--- src/rtl/blank_pkg.sv ---
// Package: shared constants and the strobe event record for the blanking controller.
// Assumes both strobes are already synchronous to the pixel clock.
package blank_pkg;
    localparam int PRE_GAP    = 4;  // pixels from blanking release to clamp start
    localparam int POST_EXTRA = 4;  // pixels added to the optical-black count

    typedef struct packed {
        logic blank_fall;
        logic blank_rise;
        logic clamp_fall;
        logic blank_low;
    } strobe_ev_t;
endpackage

--- src/rtl/strobe_edges.sv ---
// Module: strobe_edges
// Keeps the previous sampled level of both strobes and reports the edge
// events seen at the current clock edge. Assumes strobes are synchronous.
module strobe_edges
    import blank_pkg::*;
(
    input  logic       clk,
    input  logic       rst_n,
    input  logic       blank_n,
    input  logic       clamp_n,
    output strobe_ev_t ev
);
    logic blank_prev;
    logic clamp_prev;

    // Hold last sampled strobe levels; idle level is high.
    always_ff @(posedge clk) begin
        if (!rst_n) begin
            blank_prev <= 1'b1;
            clamp_prev <= 1'b1;
        end else begin
            blank_prev <= blank_n;
            clamp_prev <= clamp_n;
        end
    end

    // Decode the events present at this edge.
    always_comb begin
        ev.blank_fall = blank_prev & ~blank_n;
        ev.blank_rise = ~blank_prev & blank_n;
        ev.clamp_fall = clamp_prev & ~clamp_n;
        ev.blank_low  = ~blank_n;
    end
endmodule

--- src/rtl/gap_counter.sv ---
// Module: gap_counter
// Counts clock edges since the last restart. It reads d at the d-th edge
// after the restart edge and saturates at its all-ones value.
module gap_counter #(
    parameter int W = 11
) (
    input  logic         clk,
    input  logic         rst_n,
    input  logic         restart,
    output logic [W-1:0] gap
);
    localparam logic [W-1:0] TOP = '1;

    // Restart to one, otherwise count up until saturated.
    always_ff @(posedge clk) begin
        if (!rst_n)
            gap <= '0;
        else if (restart)
            gap <= W'(1);
        else if (gap != TOP)
            gap <= gap + 1'b1;
    end

    assert_sat_hold_R9: assert property (@(posedge clk) disable iff (!rst_n)
        ($past(rst_n) && !$past(restart) && $past(gap) == TOP) |-> gap == TOP);

    assert_no_wrap_R9: assert property (@(posedge clk) disable iff (!rst_n)
        ($past(rst_n) && !$past(restart)) |-> gap >= $past(gap));
endmodule

--- src/rtl/spacing_check.sv ---
// Module: spacing_check
// Applies both order-dependent spacing rules between the blanking and clamp
// strobes and keeps a sticky error flag. Each rule is armed by the first
// strobe's edge and disarmed when checked.
module spacing_check
    import blank_pkg::*;
#(
    parameter int OBC_W = 10,
    parameter int CNT_W = OBC_W + 1
) (
    input  logic             clk,
    input  logic             rst_n,
    input  strobe_ev_t       ev,
    input  logic [OBC_W-1:0] ob_pixels,
    input  logic             err_clear,
    output logic             spacing_err
);
    logic [CNT_W-1:0] since_rise;
    logic [CNT_W-1:0] since_clamp;
    logic             armed_pre;
    logic             armed_post;
    logic             viol_pre;
    logic             viol_overlap;
    logic             viol_post;
    logic             viol;
    logic [CNT_W-1:0] post_limit;

    gap_counter #(.W(CNT_W)) u_rise_gap (
        .clk     (clk),
        .rst_n   (rst_n),
        .restart (ev.blank_rise),
        .gap     (since_rise)
    );

    gap_counter #(.W(CNT_W)) u_clamp_gap (
        .clk     (clk),
        .rst_n   (rst_n),
        .restart (ev.clamp_fall),
        .gap     (since_clamp)
    );

    // Evaluate the rules for the events at this edge.
    always_comb begin
        post_limit   = CNT_W'(ob_pixels) + CNT_W'(POST_EXTRA);
        viol_pre     = ev.clamp_fall &
                       (ev.blank_rise | (armed_pre & (since_rise < CNT_W'(PRE_GAP))));
        viol_overlap = ev.clamp_fall & ev.blank_low;
        viol_post    = ev.blank_fall &
                       (ev.clamp_fall | (armed_post & (since_clamp < post_limit)));
        viol         = viol_pre | viol_overlap | viol_post;
    end

    // Arm each rule on its leading edge and disarm it once checked.
    always_ff @(posedge clk) begin
        if (!rst_n) begin
            armed_pre  <= 1'b0;
            armed_post <= 1'b0;
        end else begin
            if (ev.clamp_fall)
                armed_pre <= 1'b0;
            else if (ev.blank_rise)
                armed_pre <= 1'b1;
            if (ev.blank_fall)
                armed_post <= 1'b0;
            else if (ev.clamp_fall)
                armed_post <= 1'b1;
        end
    end

    // Sticky flag: a new violation wins over a clear in the same cycle.
    always_ff @(posedge clk) begin
        if (!rst_n)
            spacing_err <= 1'b0;
        else if (viol)
            spacing_err <= 1'b1;
        else if (err_clear)
            spacing_err <= 1'b0;
    end

    assert_sticky_R10: assert property (@(posedge clk) disable iff (!rst_n)
        ($past(rst_n) && $past(spacing_err) && !$past(err_clear)) |-> spacing_err);

    assert_clear_R10: assert property (@(posedge clk) disable iff (!rst_n)
        ($past(rst_n) && $past(err_clear) && !$past(viol)) |-> !spacing_err);

    assert_pre_R5: assert property (@(posedge clk) disable iff (!rst_n)
        ($past(rst_n) && $past(ev.clamp_fall) && $past(ev.blank_rise)) |-> spacing_err);
endmodule

--- src/rtl/output_stage.sv ---
// Module: output_stage
// Registers the sampling enable and selects the output word: the blanking
// value while the blanking strobe is sampled low, the converter word otherwise.
module output_stage #(
    parameter int DATA_W = 10
) (
    input  logic              clk,
    input  logic              rst_n,
    input  logic              blank_n,
    input  logic [DATA_W-1:0] adc_data,
    input  logic [DATA_W-1:0] blank_value,
    output logic              sample_en,
    output logic [DATA_W-1:0] data_out
);
    // Register the enable and the substituted or passed output word.
    always_ff @(posedge clk) begin
        if (!rst_n) begin
            sample_en <= 1'b1;
            data_out  <= '0;
        end else begin
            sample_en <= blank_n;
            data_out  <= blank_n ? adc_data : blank_value;
        end
    end

    assert_subst_R2: assert property (@(posedge clk) disable iff (!rst_n)
        ($past(rst_n) && !$past(blank_n)) |-> data_out == $past(blank_value));

    assert_pass_R3: assert property (@(posedge clk) disable iff (!rst_n)
        ($past(rst_n) && $past(blank_n)) |-> data_out == $past(adc_data));
endmodule

--- src/rtl/blank_out_ctrl.sv ---
// Module: blank_out_ctrl (top)
// Input blanking output controller: gates the sampling enable and
// substitutes the output word during blanking, and flags strobe-spacing
// violations. Assumes all inputs are synchronous to the pixel clock.
module blank_out_ctrl #(
    parameter int DATA_W = 10,
    parameter int OBC_W  = 10
) (
    input  logic              clk,
    input  logic              rst_n,
    input  logic              blank_n,
    input  logic              clamp_n,
    input  logic [DATA_W-1:0] adc_data,
    input  logic [DATA_W-1:0] blank_value,
    input  logic [OBC_W-1:0]  ob_pixels,
    input  logic              err_clear,
    output logic              sample_en,
    output logic [DATA_W-1:0] data_out,
    output logic              spacing_err
);
    import blank_pkg::*;

    localparam int CNT_W = OBC_W + 1;

    strobe_ev_t ev;

    strobe_edges u_edges (
        .clk     (clk),
        .rst_n   (rst_n),
        .blank_n (blank_n),
        .clamp_n (clamp_n),
        .ev      (ev)
    );

    spacing_check #(.OBC_W(OBC_W), .CNT_W(CNT_W)) u_check (
        .clk         (clk),
        .rst_n       (rst_n),
        .ev          (ev),
        .ob_pixels   (ob_pixels),
        .err_clear   (err_clear),
        .spacing_err (spacing_err)
    );

    output_stage #(.DATA_W(DATA_W)) u_out (
        .clk         (clk),
        .rst_n       (rst_n),
        .blank_n     (blank_n),
        .adc_data    (adc_data),
        .blank_value (blank_value),
        .sample_en   (sample_en),
        .data_out    (data_out)
    );

    assert_gate_R1: assert property (@(posedge clk) disable iff (!rst_n)
        ($past(rst_n) && !sample_en) |-> data_out == $past(blank_value));

    assert_overlap_R6: assert property (@(posedge clk) disable iff (!rst_n)
        ($past(rst_n) && $past(ev.clamp_fall) && !$past(blank_n)) |-> spacing_err);
endmodule

--- config.mk ---
export PLATFORM = sky130hd
export DESIGN_NAME = blank_out_ctrl
export DESIGN_NICKNAME = d
export VERILOG_FILES = /design/src/rtl/blank_pkg.sv /design/src/rtl/strobe_edges.sv /design/src/rtl/gap_counter.sv /design/src/rtl/spacing_check.sv /design/src/rtl/output_stage.sv /design/src/rtl/blank_out_ctrl.sv
export SDC_FILE = /design/constraint.sdc
export NUM_CORES = 1
export LEC_CHECK = 0
export ABC_CLOCK_PERIOD_IN_PS = 2900
export BUFFER_PORTS_ARGS = -buffer_cell sky130_fd_sc_hd__buf_2
export CELL_PAD_IN_SITES_DETAIL_PLACEMENT = 1
export CELL_PAD_IN_SITES_GLOBAL_PLACEMENT = 1
export CORE_ASPECT_RATIO = 2
export CORE_MARGIN = 4
export CORE_UTILIZATION = 30
export CTS_CLUSTER_DIAMETER = 60
export DETAILED_ROUTE_END_ITERATION = 8
export MAX_ROUTING_LAYER = met4
export PLACE_DENSITY_LB_ADDON = 0.05
export SLEW_MARGIN = 25
export SYNTH_ARGS = -nofsm -noshare
export SYNTH_HDL_FRONTEND = slang
export SYNTH_SLANG_ARGS = --single-unit
--- constraint.sdc ---
create_clock -name clk -period 2.9 [get_ports clk]
set_clock_uncertainty 0.15 [all_clocks]
set_input_delay 0.145 -clock clk [delete_from_list [all_inputs] [get_ports clk]]
set_output_delay 0.145 -clock clk [all_outputs]
set_load 0.01 [all_outputs]
==> impl_metrics.env <==
export IMPL_maxSlewHeadroom=0.685
export IMPL_cts_buffers=5
export IMPL_io_buffers=46
export IMPL_drive_gt1_frac=0.212
export IMPL_drt_pass1_iterations=4
export IMPL_cts_tree="yes"
export IMPL_p_leak_nw=1.09
export IMPL_drv_cap=0
export IMPL_p_int_mw=0.944
export IMPL_num_vias=1701
export IMPL_critPathLaunchType="flop"
export IMPL_die_y_um=119
export IMPL_crit_family="simple AND/OR/NAND/NOR gates"
export IMPL_final_area_mm2=0.00248
export IMPL_period_share=0.679
export IMPL_synth_commonest_cells="dfxtp_1, nand2_1, nor2_1"
export IMPL_totalWireLength_um=4990
export IMPL_combPwrFrac=0.120
export IMPL_seq_area_um2=741
export IMPL_path_clk_slew_ps=50
export IMPL_grt_total_usage=0.151
export IMPL_rrSetupSlack_ps=930
export IMPL_htreeDepth=2
export IMPL_syn_avg_cell_area_um2=9.22
export IMPL_synth_top_cell_area_share=0.398
export IMPL_holdPathEnd="u_out.data_out[6]"
export IMPL_hp_class="in2reg"
export IMPL_setup_viol=0
export IMPL_rr_worst_depth=6
export IMPL_core_mm2=0.00601
export IMPL_root_buffer="clkbuf_16"
export IMPL_postCtsSetupRepairBufs=0
export IMPL_r2r_end="u_check.u_clamp_gap.gap[3]"
export IMPL_pin_count=47
export IMPL_dieArea_mm2=0.00761
export IMPL_arrival_ps=1970
export IMPL_critPathMaxStageDelay_ps=410
export IMPL_cp_required_ps=2910
export IMPL_nets=317
export IMPL_cts_resized=0
export IMPL_via_per_inst=5.12
export IMPL_post_synth_top_count_cell="dfxtp_1"
export IMPL_min_period_ps=1970
export IMPL_grt_pass1_wl_um=8580
export IMPL_holdWs_ps=-2.60
export IMPL_drt_iter0_markers=46
export IMPL_worstMarginPinSlew_ps=471
export IMPL_final_cells=332
export IMPL_area_delta_synth_final_pct=33.0
export IMPL_place_area_mm2=0.00215
export IMPL_max_freq_ghz=0.508
export IMPL_clockBufferDepth=2
export IMPL_grt_antenna_before_repair=0
export IMPL_grt_pass1_vias=1806
export IMPL_place_congestion=0.807
export IMPL_num_antenna_cells=0
export IMPL_use_met3=0.0264
export IMPL_syn_num_nets=250
export IMPL_clkPwrFrac=0.437
export IMPL_path_class="reg2reg"
export IMPL_postSynthCellCount=202
export IMPL_grt_max_degree=19
export IMPL_yosysWarnings=0
export IMPL_core_rowCount=40
export IMPL_vdd_ir_drop_worst_uv=223
export IMPL_rsz0062_at_grt="false"
export IMPL_clk_latency_ps=280
export IMPL_start_util=0.310
export IMPL_timing_rr_start="u_check.u_clamp_gap.gap[0]"
export IMPL_crit_buf_inv=0
export IMPL_top_usage_layer="met2"
export IMPL_violations="hold timing"
export IMPL_power_density_mw_per_mm2=491
export IMPL_hp_start="blank_value[6]"
export IMPL_hold_depth=3
export IMPL_use_met1=0.134
export IMPL_synth_area_leader_cell="dfxtp_1"
export IMPL_overflow=0
export IMPL_multi_input_area_mm2=0.00108
export IMPL_slowest_stage="dfxtp_1"
export IMPL_yosysUniqueCellTypes=36
export IMPL_synth_ff_latch_count=37
export IMPL_end_kind="flop"
export IMPL_yosysSeqAreaShare=0.398
export IMPL_antenna_left=0
export IMPL_routedWlPerCell_um=15.0
export IMPL_slew_violations=0
export IMPL_n_fill_cell=725
export IMPL_crit_path_cell_trace="ha_1 -> and3_1 -> nand4_1 -> nand4_1 -> xor2_1 -> nor2_1"
export IMPL_place_hpwl_um=3880
export IMPL_synth_edf_count=0
export IMPL_hold_viol=1
export IMPL_outcome="complete, but fails checks"
export IMPL_fp_dieW_um=63.7
export IMPL_async_flop_share=0
export IMPL_timing_setup_tns_ps=0
export IMPL_netlist_area_mm2=0.00186
export IMPL_power_switching_mw=0.273
export IMPL_drc=0
export IMPL_synthFlopType="dfxtp_1"
export IMPL_place_inst=306
export IMPL_path_max_fanout=9
export IMPL_p_sw_frac=0.224
export IMPL_cts_num_sinks=37
export IMPL_synth_area_leaders="dfxtp_1, ha_1, mux2i_1"
export IMPL_grtUsageMet2=0.295
export IMPL_power_frac_seq=0.442
export IMPL_worst_path_most_repeated_cell="nand4_1"
-- worst max-delay path by stage --
stage / from / endpoint / slack (ps) / cells past startpoint
CTS: u_check.u_clamp_gap.gap[0] / u_check.u_clamp_gap.gap[3] / 900 / 6
global placement: ob_pixels[2] / u_check.spacing_err / 780 / 10
global route: u_check.u_clamp_gap.gap[0] / u_check.u_clamp_gap.gap[2] / 670 / 6
detailed placement: ob_pixels[2] / u_check.spacing_err / 690 / 10
finish: u_check.u_clamp_gap.gap[0] / u_check.u_clamp_gap.gap[3] / 930 / 6
floorplan: u_check.u_rise_gap.gap[0] / u_check.u_rise_gap.gap[0] / 1010 / 6
-- tightest hold or removal path, delay by kind of cell --
family / cells / cell delay (ps)
AND/OR/NAND/NOR: 1 / 100
multiplexers: 1 / 70
buffers and inverters: 1 / 70
-- power groups by stage --
stage                     combinational, mW  sequential [mW]  clock, mW
after floorplan                      0.0634            0.553          0
after global placement                0.124            0.548          0
after detailed placement              0.125            0.549          0
after CTS                             0.149            0.538      0.551
after global routing                  0.166            0.541      0.573
final                                 0.146            0.538      0.532
-- per-layer routing --
| layer | routed length [um] | share of wire |
|---|---|---|
| met1 | 1720 | 0.35 |
| met5 | 0 | 0 |
| met3 | 147 | 0.029 |
| met2 | 3010 | 0.60 |
| met4 | 107 | 0.021 |
-- logic make-up after synthesis --
group / share of synthesized area
AO/OA/AOI/OAI: 0.111
buffers and inverters: 0.0201
XOR/XNOR: 0.0799
adder cells (fa/ha/maj): 0.0873
AND/OR/NAND/NOR: 0.239
flip-flops: 0.398
multiplexers: 0.0645
-- layout make-up --
class / instances / share of cell area
multi-input cells: 157 / 0.438
flip-flops and latches: 37 / 0.299
repair buffers: 65 / 0.170
clock buffers: 7 / 0.0575
well taps: 63 / 0.0318
inverters: 3 / 0.00454
-- timing repair --
action	4_1_cts	5_1_grt
setup endpoints to repair	0	0
hold buffers	19	0
hold endpoints to repair	10	0
-- state kept, by name, indices dropped and copies added, names as in the netlist --
| register | flops |
|---|---|
| u_check.spacing_err | 1 |
| u_out.sample_en | 1 |
| u_check.armed_pre | 1 |
| u_check.u_clamp_gap.gap | 11 |
| u_edges.clamp_prev | 1 |
| u_check.u_rise_gap.gap | 11 |
| u_out.data_out | 10 |
| u_check.armed_post | 1 |
-- per-stage QoR --
stage          setup WS [ps]  power [mW]  hold WS, ps   util
6_report                 932        1.22        -2.60  0.413
5_1_grt                  673        1.28         25.9  0.413
4_1_cts                  904        1.24         7.62  0.413
3_5_place_dp             693       0.674          227  0.357
3_3_place_gp             775       0.672          223  0.357
2_1_floorplan           1010       0.617         68.0      -
-- layout by cell type, fill, tap and decap left out, drive strengths merged, types with 2 or more instances in the layout --
cell | synthesis | final
a211oi | 3 | 3
a21oi | 11 | 11
a311oi | 2 | 2
a31oi | 6 | 6
and2 | 3 | 3
and3 | 4 | 4
and4 | 2 | 2
buf | 2 | 46
clkbuf | 3 | 7
dfxtp | 37 | 37
dlygate4sd3 | 0 | 19
ha | 13 | 13
inv | 3 | 3
mux2i | 12 | 12
nand2 | 18 | 18
nand2b | 6 | 6
nand3 | 8 | 8
nand4 | 6 | 6
nor2 | 18 | 18
nor2b | 14 | 14
nor4 | 2 | 2
o21a | 2 | 2
o21ai | 2 | 2
xnor2 | 4 | 4
xor2 | 13 | 13
No activity file was read; power rests on OpenSTA's default activity.
